File: config.mk
export PLATFORM = sky130hd
export DESIGN_NAME = flow_resolver
export DESIGN_NICKNAME = d
export VERILOG_FILES = /design/src/rtl/flow_resolver.sv
export SDC_FILE = /design/constraint.sdc
export NUM_CORES = 1
export LEC_CHECK = 0
export BUFFER_PORTS_ARGS = -buffer_cell sky130_fd_sc_hd__clkbuf_2
export CAP_MARGIN = 25
export CORE_MARGIN = 3
export CORE_UTILIZATION = 45
export CTS_BUF_LIST = sky130_fd_sc_hd__clkbuf_4
export CTS_CLUSTER_SIZE = 30
export DETAILED_ROUTE_END_ITERATION = 10
export PLACE_DENSITY_LB_ADDON = 0.1
export SYNTH_ARGS = -nofsm -noshare
export SYNTH_HDL_FRONTEND = slang
export SYNTH_SLANG_ARGS = --single-unit
File: constraint.sdc
create_clock -name clk -period 4.07 [get_ports clk]
set_input_delay 0.407 -clock clk [delete_from_list [all_inputs] [get_ports clk]]
set_output_delay 0.407 -clock clk [all_outputs]
set_load 0.03 [all_outputs]
File: src/rtl/flow_resolver.sv
module flow_resolver #(
  parameter int DW = 16
) (
  input  logic          clk,
  input  logic          rst_n,
  input  logic          wr_en,
  input  logic          cc_upd,
  input  logic [DW-1:0] wr_data,
  input  logic          instr_valid,
  input  logic [15:0]   instr,
  input  logic [DW-1:0] pc_in,
  input  logic [DW-1:0] base_val,
  input  logic [DW-1:0] r7_val,
  output logic [DW-1:0] next_pc,
  output logic          taken,
  output logic [2:0]    flags
);
  localparam int OFFW = 9;
  localparam logic [3:0] OP_BR  = 4'b0000;
  localparam logic [3:0] OP_JMP = 4'b1100;

  logic [2:0] cc_q, cc_d;
  logic [3:0] opc;
  logic [DW-1:0] br_tgt, jmp_tgt;
  logic br_hit, jmp_hit;

  assign cc_d = wr_data[DW-1]      ? 3'b100 :
                (wr_data == '0)    ? 3'b010 : 3'b001;

  always_ff @(posedge clk or negedge rst_n)
    if (!rst_n)                cc_q <= 3'b010;
    else if (wr_en && cc_upd)  cc_q <= cc_d;

  assign opc     = instr[15:12];
  assign br_hit  = instr_valid && opc == OP_BR && |(instr[11:9] & cc_q);
  assign jmp_hit = instr_valid && opc == OP_JMP &&
                   instr[11:9] == 3'b000 && instr[5:0] == 6'b000000;
  assign br_tgt  = pc_in + {{(DW-OFFW){instr[OFFW-1]}}, instr[OFFW-1:0]};
  assign jmp_tgt = (instr[8:6] == 3'd7) ? r7_val : base_val;

  assign taken   = br_hit | jmp_hit;
  assign next_pc = jmp_hit ? jmp_tgt : br_hit ? br_tgt : pc_in;
  assign flags   = cc_q;
endmodule


; Word level (Yosys, flattened, before mapping)
; Index checks and enable logic that the tools add are counted.
[op_classes]
addsub = 1
eq_ne = 2
muxes = 5
n_bitwise = 2
n_reduce_logical = 11
[op_table]
columns = cell, n
row1 = two-way mux 16 bit, 3
row2 = adder 16 bit, 1
row3 = zero test 16 bit, 1
row4 = logical AND 1 bit, 6
row5 = zero test 6 bit, 1
row6 = "== test 4 bit, second input constant", 1
row7 = zero test 4 bit, 1
row8 = AND 3 bit, 1
row9 = "== test 3 bit, second input constant", 1
row10 = zero test 3 bit, 1
row11 = two-way mux 3 bit, 1
row12 = OR reduction 3 bit, 1
row13 = two-way mux 2 bit, 1
row14 = bitwise OR 1 bit, 1
[word_totals]
register_bits = 3
inputBits = 85
output_inout_bits = 20
word_cells = 22

; Longest topological paths before layout
; Gate-level depths: netlist (run 1).
[depth]
ltp_word = 5
depth_mapped = 8
mapped_depth_nobuf = 8

; Worst setup path before layout (run 1)
; Ideal clock, no wire load.
[synth_path]
path_type = in2out
start = in instr[0]
end = out next_pc[12]
arrival_ns = 2.508
t_required_ns = 3.663
slack_ns = 1.155
stages = 8
path_buffers = 0
path_cell_list = ha_1 -> fa_1 -> a21o_1 -> a221o_1 -> a21oi_1 -> a21oi_1 -> xnor2_1 -> o21ai_1
[synth_between]
elab_chain_len = 3
elab_cells_between_ends = 5
classes_between = 1 x add/sub / 2 x mux / 2 x reduce/logical
[synth_lines]
columns = element, line
row1 = from (decl), 10  ; input logic [15:0] instr,
row2 = adder 16 bit / zero test 6 bit (equally long branches), "38, 37"
row3 = two-way mux 16 bit / logical AND 1 bit (equally long branches), "42, 37"
row4 = two-way mux 16 bit (*), 42  ; assign next_pc = jmp_hit ? jmp_tgt : br_hit ? br_tgt : pc_in;
row5 = to (decl), 14  ; output logic [DW-1:0] next_pc,
; Mark *: on every way between the ends. The rest lies on a longest branch, timed or not.

; Worst setup path after layout (run 1)
[layout_path]
start = reg cc_q[1] (netlist: flags[1])
end = out next_pc[14]
[layout_between]
elab_chain_len = 5
[layout_lines]
columns = element, line
row1 = from (decl), 22  ; logic [2:0] cc_q, cc_d;
row2 = from (signal assigned), 31  ; if (!rst_n) cc_q <= 3'b010;
row3 = from (signal assigned), 32  ; else if (wr_en && cc_upd) cc_q <= cc_d;
row4 = AND 3 bit, 35  ; assign br_hit = instr_valid && opc == OP_BR && |(instr[11:9] & cc_q);
row5 = OR reduction 3 bit, 35
row6 = logical AND 1 bit, 35
row7 = two-way mux 16 bit (2 in a row), 42
; Every way passes these cells.

==> results of run 1 <==
==> final timing paths <==
| path | end | start | cells after the start | slack [ns] |
|---|---|---|---|---|
| worst min-delay path | flags[2] | wr_data[15] | 2 | 0.44 |
| worst max register to register | flags[2] | flags[2] | 1 | 3.30 |
| max in group asynchronous | flags[1] | rst_n | 2 | 3.37 |
| worst max-delay path | next_pc[14] | flags[1] | 6 | 0.92 |
| min in group asynchronous | flags[2] | rst_n | 2 | 0.50 |
| worst min register to register | flags[1] | flags[1] | 2 | 0.50 |
==> critical path, delay by kind of cell, from the launching register on <==
kind                   cells  cell delay, ns
AO/OA/AOI/OAI              3            0.40
buffers and inverters      1            0.24
flip-flops                 1            0.54
AND/OR/NAND/NOR            2            1.31
==> per-layer routing <==
metal | up-vias | global-route usage, % | routed length [um]
met3 | 5 | 2.066 | 386
met2 | 85 | 39.50 | 1971
met5 | - | 0 | 0
li1 | 993 | - | -
met1 | 839 | 32.52 | 2042
met4 | 0 | 4.545 | 33
==> cell type report <==
cell class	instances	area, sq um
Tap cell	42	52.55
Sequential cell	3	76.32
Timing Repair Buffer	106	538.0
Fill cell	276	885.9
Clock buffer	4	30.03
Multi-Input combinational cell	190	1279
Inverter	4	15.01
==> power by group through the flow <==
stage          sequential, mW  combinational, mW  clock (mW)
2_1_floorplan          0.0404              0.143           0
6_report               0.0352              0.230      0.0633
3_3_place_gp           0.0353              0.226           0
4_1_cts                0.0352              0.230      0.0634
5_1_grt                0.0358              0.259      0.0650
3_5_place_dp           0.0356              0.228           0
==> cells by family after synthesis <==
group / share of synthesized area (%)
multiplexers: 5.747
flip-flops: 5.394
AO/OA/AOI/OAI: 35.28
XOR/XNOR: 6.809
AND/OR/NAND/NOR: 27.85
buffers and inverters: 4.243
adder cells (fa/ha/maj): 14.68
==> cell usage in the layout, fill, tap and decap left out, types with 3 or more instances in the layout <==
master    count
o21ai_1       4
nor2_1       13
nand3_1       5
clkbuf_4      4
nor3_1        4
nor4_1        4
ha_1         15
and2_1       13
xor2_1        3
mux2i_1       7
and3_1        3
a21oi_1      39
a21o_1        3
o21ai_0       7
clkbuf_2    104
a211oi_1     13
nand2_1      21
o211ai_1      3
inv_1         4
xnor2_1       8
==> per-stage QoR <==
stage / instances / hold slack (ns) / worst slack, ns / area (sq um) / total power, mW
floorplan: 207 / 0.1114 / 1.155 / 1415 / 0.1836
global placement: 344 / 0.2048 / 1.036 / 1951 / 0.2608
detailed placement: 344 / 0.2082 / 0.9712 / 1951 / 0.2634
CTS: 349 / 0.4437 / 0.9208 / 1991 / 0.3285
global route: 349 / 0.4623 / 0.8186 / 1991 / 0.3596
finish: 349 / 0.4417 / 0.9234 / 1991 / 0.3286
==> what timing repair did <==
action | in CTS | in global routing
resized for setup | 0 | 0
hold buffers | 1 | 0
buffers inserted | 0 | 0
endpoints found under the hold margin | 2 | 0
==> metrics.md, run 1 <==
| Metric | Value |
|---|---|
| Hold WC Path Type | `in2reg` |
| Status | `complete, no violations` |
| Psw | `0.1496 mW` |
| Mapped cell area | `1415 sq um` |
| Final RePlAce weighted congestion | `0.8563` |
| Slowest CP cell | `or4b_1` |
| Ys flop type | `dfrtp_1` |
| Die X | `62.08 um` |
| Most frequent cells after synthesis | `a21oi_1 (39), nand2_1 (21), ha_1 (15)` |
| Rel. slew slack | `34.49%` |
| Initial antenna violation count | `0` |
| Internal | `about 0.18 mW` |
| Drt pass-1 iters | `4` |
| Syn Area/Cell | `between 6 and 7 sq um` |
| Clk_lat worst skew | `~0.25 ns` |
| Root Buffer | `clkbuf_4` |
| Pleak | `1.028 nW` |
| Number of max-cap violations | `0` |
| Port bufs | `104` |
| CP peak stage delay | `0.93 ns` |
| Vias | `1922` |
| DR iter-0 viols | `a little over 70` |
| Clock Power Share | `between 15 and 20%` |
| Reg clk slew, reported paths | `about 0.04 ns` |
| Comb power frac | `70.0%` |
| Initial Utilization | `49.20%` |
| First-pass GRT wire length | `7017 um` |
| Share of the synthesized area in the top cell type | `roughly 14%` |
| Net Count, Synth | `slightly above 300` |
| RSZ-0062 raised after global routing | `no` |
| Antenna viol nets, final | `0` |
| Yosys Warn Count | `0` |
| Io pins | `approximately 110` |
| Post-detailed-route via-to-cell ratio | `approximately 5.5` |
| Vias in the first global route | `about 1800` |
| TritonCTS clock tree | `yes` |
| Gr usage total | `23.45%` |
| Post-synth EDFFs | `0` |
| Seq pwr share | `between 10% and 20%` |
| Peak VDD IR | `0.07750 mV` |
| H-tree depth | `1` |
| Die H | `62.08 um` |
| FF+latch count, synth | `3` |
| Setup_tns | `0 ns` |
| Layout cell share with drive strength beyond 1 | `37.46%` |
| Clk sinks | `3` |
| DRC | `0` |
| Setup violators final | `0` |
| WP data required | `around 3.7 ns` |
| Slew @ Worst Pin | `0.9827 ns` |
| Post-synth cell types | `43` |
| Largest register FFs | `3` |
| Worst Skew | `0 ns` |
| Drt wl/cell | `approximately 13 um` |
| Core Util, Final | `69.20%` |
| Post-synthesis sequential area ratio | `5.393%` |
| Most instantiated library cell after synthesis | `a21oi_1` |
| Clock Tree Buf Depth | `2` |
| N_diodes | `0` |
| CP arrival | `about 2.7 ns` |
| Post-synthesis cell count | `207` |
| Pwr Density | `165.1 nW/um^2` |
| CTS Buf Count | `3` |
| Fraction of the cycle the final worst path needs | `77.31%` |
| Net Sw Frac | `45.52%` |
| Startpoint type of the worst setup path | `flip-flop` |
| Nets@finish | `about 410` |
| CP max FO | `26` |
| Total wire length | `4434 um` |
| Die area | `roughly 3900 sq um` |
| Yosys top cell by area | `a21oi_1` |
| Max Clk Rate | `between 300 and 400 MHz` |
| GRT Residual Overflow | `0` |
| Worst-path cell chain | `a222oi_1 > or4b_1 > nor4_2 > a21oi_1 > a41oi_1 > clkbuf_2` |
| Synth top area cells | `a21oi_1 (14%), ha_1 (13%), a211oi_1 (6.9%), and2_1 (5.7%), nand2_1 (5.6%)` |
| Core Box Area | `around 2900 sq um` |
| CP endpoint kind | `primary output` |
| Async SR Flop Fraction | `100.0%` |
| Row cnt | `19` |
| Hpwl dp | `3809 um` |
| Syn-to-layout area delta | `40.67%` |
| Crit Path Category | `reg2out` |
| Pin count of the biggest net entering global routing | `29` |
| Hold Violations, Final | `0` |
| Final worst path period need | `3.147 ns` |
| Max Transition Viols Final | `0` |
Note: power is estimated with default switching activity, not from simulation.
==> run 2, diff against run 1 <==
- ABC_AREA: default -> 1
- clock period: 4.07 -> 3.1 ns (I/O delays scaled with it)
==> run 2 against run 1 <==
- non-clock buffer count shrank 1
- count of clock-buffer cells in the layout unchanged
- critical endpoint is now next_pc[15]
- clock skew did not move
- via count is 36% higher
- largest power group unchanged
- global-route usage grew 0.67 points
- critical path type is now in2out
- critical path depth increased by 6
- register-to-register slack got worse by 0.93 ns
- sequential share of layout area down 0.78 points
- combinational power grew 52%
==> metrics.md, run 2 <==
| Metric | Value |
|---|---|
| Status | `complete, no violations` |
| Worst setup margin | `0.8290 ns` |
| N_diodes | `0` |
| FF+latch count, synth | `3` |
| Final RePlAce weighted congestion | `approximately 0.95` |
| Met1 Wirelength | `2849 um` |
| Async SR Flop Fraction | `100.0%` |
| Cts repair resizes | `0` |
| CTS Buf Count | `3` |
| Pre-CTS WS | `around 0.8 ns` |
| Post-synth EDFFs | `0` |
| Drt pass-1 iters | `4` |
| RSZ-0062 raised after global routing | `no` |
| Fillers | `446` |
| Largest register FFs | `3` |
| CP endpoint kind | `primary output` |
| H-tree depth | `1` |
| GRT Residual Overflow | `0` |
| Max Clk Rate | `440.3 MHz` |
| Die area | `5106 sq um` |
| Row cnt | `23` |
| Post-synth cell types | `35` |
| Worst Skew | `0 ns` |
| Nets@finish | `592` |
| Clock Tree Buf Depth | `2` |
| Ys flop type | `dfrtp_1` |
| Hold WC Path Type | `in2reg` |
| Antenna viol nets, final | `0` |
| Commonest non-fill, non-tap cell in the layout | `nand2_1` |
| Post-synthesis sequential area ratio | `between 3 and 4%` |
| Layout cell share with drive strength beyond 1 | `25.71%` |
| Most frequent cells in the layout | `nand2_1 (195), clkbuf_2 (104), inv_1 (61)` |
| Met3 WL | `468 um` |
| Mapped cell area | `1928 sq um` |
| Vias in the first global route | `2371` |
| Gr usage total | `24.12%` |
| Final std cells w/o fill | `540` |
| Crit Path Category | `in2out` |
| Share of the synthesized area in the top cell type | `37.96%` |
| Total wire length | `6003 um` |
| Setup violators final | `0` |
| Pleak | `1.668 nW` |
| Clk_lat worst skew | `0.25 ns` |
| CP max FO | `9` |
| Final worst path period need | `2.271 ns` |
| First-pass GRT wire length | `10170 um` |
| Yosys Warn Count | `0` |
| Syn-to-layout area delta | `29.66%` |
| Inst Count DP | `535` |
| Initial antenna violation count | `0` |
| Most instantiated library cell after synthesis | `nand2_1` |
| Root Buffer | `clkbuf_4` |
| Net Count, Synth | `487` |
| Post-detailed-route via-to-cell ratio | `4.826` |
| Max Used Layer | `met4` |
| Pwr Density | `191.7 nW/um^2` |
| Die X | `71.46 um` |
| Pin count of the biggest net entering global routing | `20` |
| Drt wl/cell | `11.12 um` |
| Max Transition Viols Final | `0` |
| Most frequent cells after synthesis | `nand2_1 (195), inv_1 (61), nor2_1 (26)` |
| Die H | `around 71 um` |
| Reg clk slew, reported paths | `0.04 ns` |
| Post-synthesis cell count | `386` |
| Rel. slew slack | `69.36%` |
| Post-CTS Setup Bufs | `0` |
| Initial Utilization | `approximately 48%` |
| WP data required | `2.79 ns` |
| Clk sinks | `3` |
| Core Box Area | `4058 sq um` |
| Peak VDD IR | `roughly 0.25 mV` |
| Number of max-cap violations | `0` |
| Core Util, Final | `61.61%` |
| Hpwl dp | `5245 um` |
| Synth top area cells | `nand2_1 (38%), inv_1 (12%), ha_1 (9.7%), nor2_1 (5.1%), nand3_1 (4.7%)` |
| DRC | `0` |
| Fraction of the cycle the final worst path needs | `73.26%` |
| Slew @ Worst Pin | `0.4591 ns` |
| Hold Violations, Final | `0` |
| Yosys top cell by area | `nand2_1` |
| Setup_tns | `0 ns` |
| Metal2 WL | `2647 um` |
| Vias | `2606` |
| Startpoint type of the worst setup path | `primary input` |
| DR iter-0 viols | `150` |
| CP arrival | `1.96 ns` |
| Port bufs | `roughly 100` |
| Io pins | `about 110` |
| Syn Area/Cell | `4.995 sq um` |
| Hold Slack | `about 0.34 ns` |
| Post-cts hold buffer count | `1` |
| TritonCTS clock tree | `yes` |
## run 2: final timing paths
kind                       startpoint           to  slack [ns]  cells after the start
max                          instr[8]  next_pc[15]        0.83                     12
min                            cc_upd     flags[2]        0.34                      3
max reg2reg                  flags[1]     flags[1]        2.37                      2
min reg2reg                  flags[1]     flags[1]        0.51                      2
max in group asynchronous       rst_n     flags[1]        2.52                      2
min in group asynchronous       rst_n     flags[0]        0.38                      2
## run 2: cell families (layout without fill, tap and decap cells)
family / after synthesis / in the layout / synth area share (%)
AO/OA/AOI/OAI: 20 / 20 / 5.516
AND/OR/NAND/NOR: 267 / 267 / 60.03
flip-flops: 3 / 3 / 3.959
multiplexers: 2 / 2 / 1.038
buffers and inverters: 72 / 176 / 15.96
adder cells (fa/ha/maj): 16 / 16 / 10.77
XOR/XNOR: 6 / 6 / 2.725
## run 2: power breakdown
part           leakage [nW]  internal, mW  total [mW]  switching, mW
Sequential           0.0337        0.0428      0.0457        0.00291
Combinational          1.62         0.136       0.349          0.213
Clock                0.0184        0.0574      0.0841         0.0268
Total                  1.67         0.236       0.479          0.243
## run 2: metal layers
layer  vias up  global-route usage, %
li1       1395                      -
met4         0                  5.010
met1      1124                  33.19
met3         3                  4.628
met5         -                      0
met2        84                  39.18
## run 2: through the flow
stage / cell area (sq um) / power (mW)
4_1_cts: 2500 / 0.4807
3_3_place_gp: 2460 / 0.3883
5_1_grt: 2500 / 0.5367
3_5_place_dp: 2460 / 0.3920
6_report: 2500 / 0.4792
2_1_floorplan: 1928 / 0.2737
## run 2: layout make-up
cell class | count | area (sq um) | share of cell area [%]
clock buffer | 4 | 30.03 | 1.201
timing repair buffer | 105 | 530.5 | 21.22
multi-input combinational | 311 | 1544 | 61.76
sequential | 3 | 76.32 | 3.053
tap | 50 | 62.56 | 2.503
inverter | 67 | 256.5 | 10.26
## run 2: critical path, stage by stage
cell and delay, ns:
clkbuf_2 0.20, ha_1 0.41, nand2_1 0.14, inv_1 0.05
nand2_1 0.06, nand2_1 0.06, a21oi_1 0.19, nand3_1 0.13
nand3_2 0.08, nand2_1 0.05, nand2_1 0.05, clkbuf_2 0.21
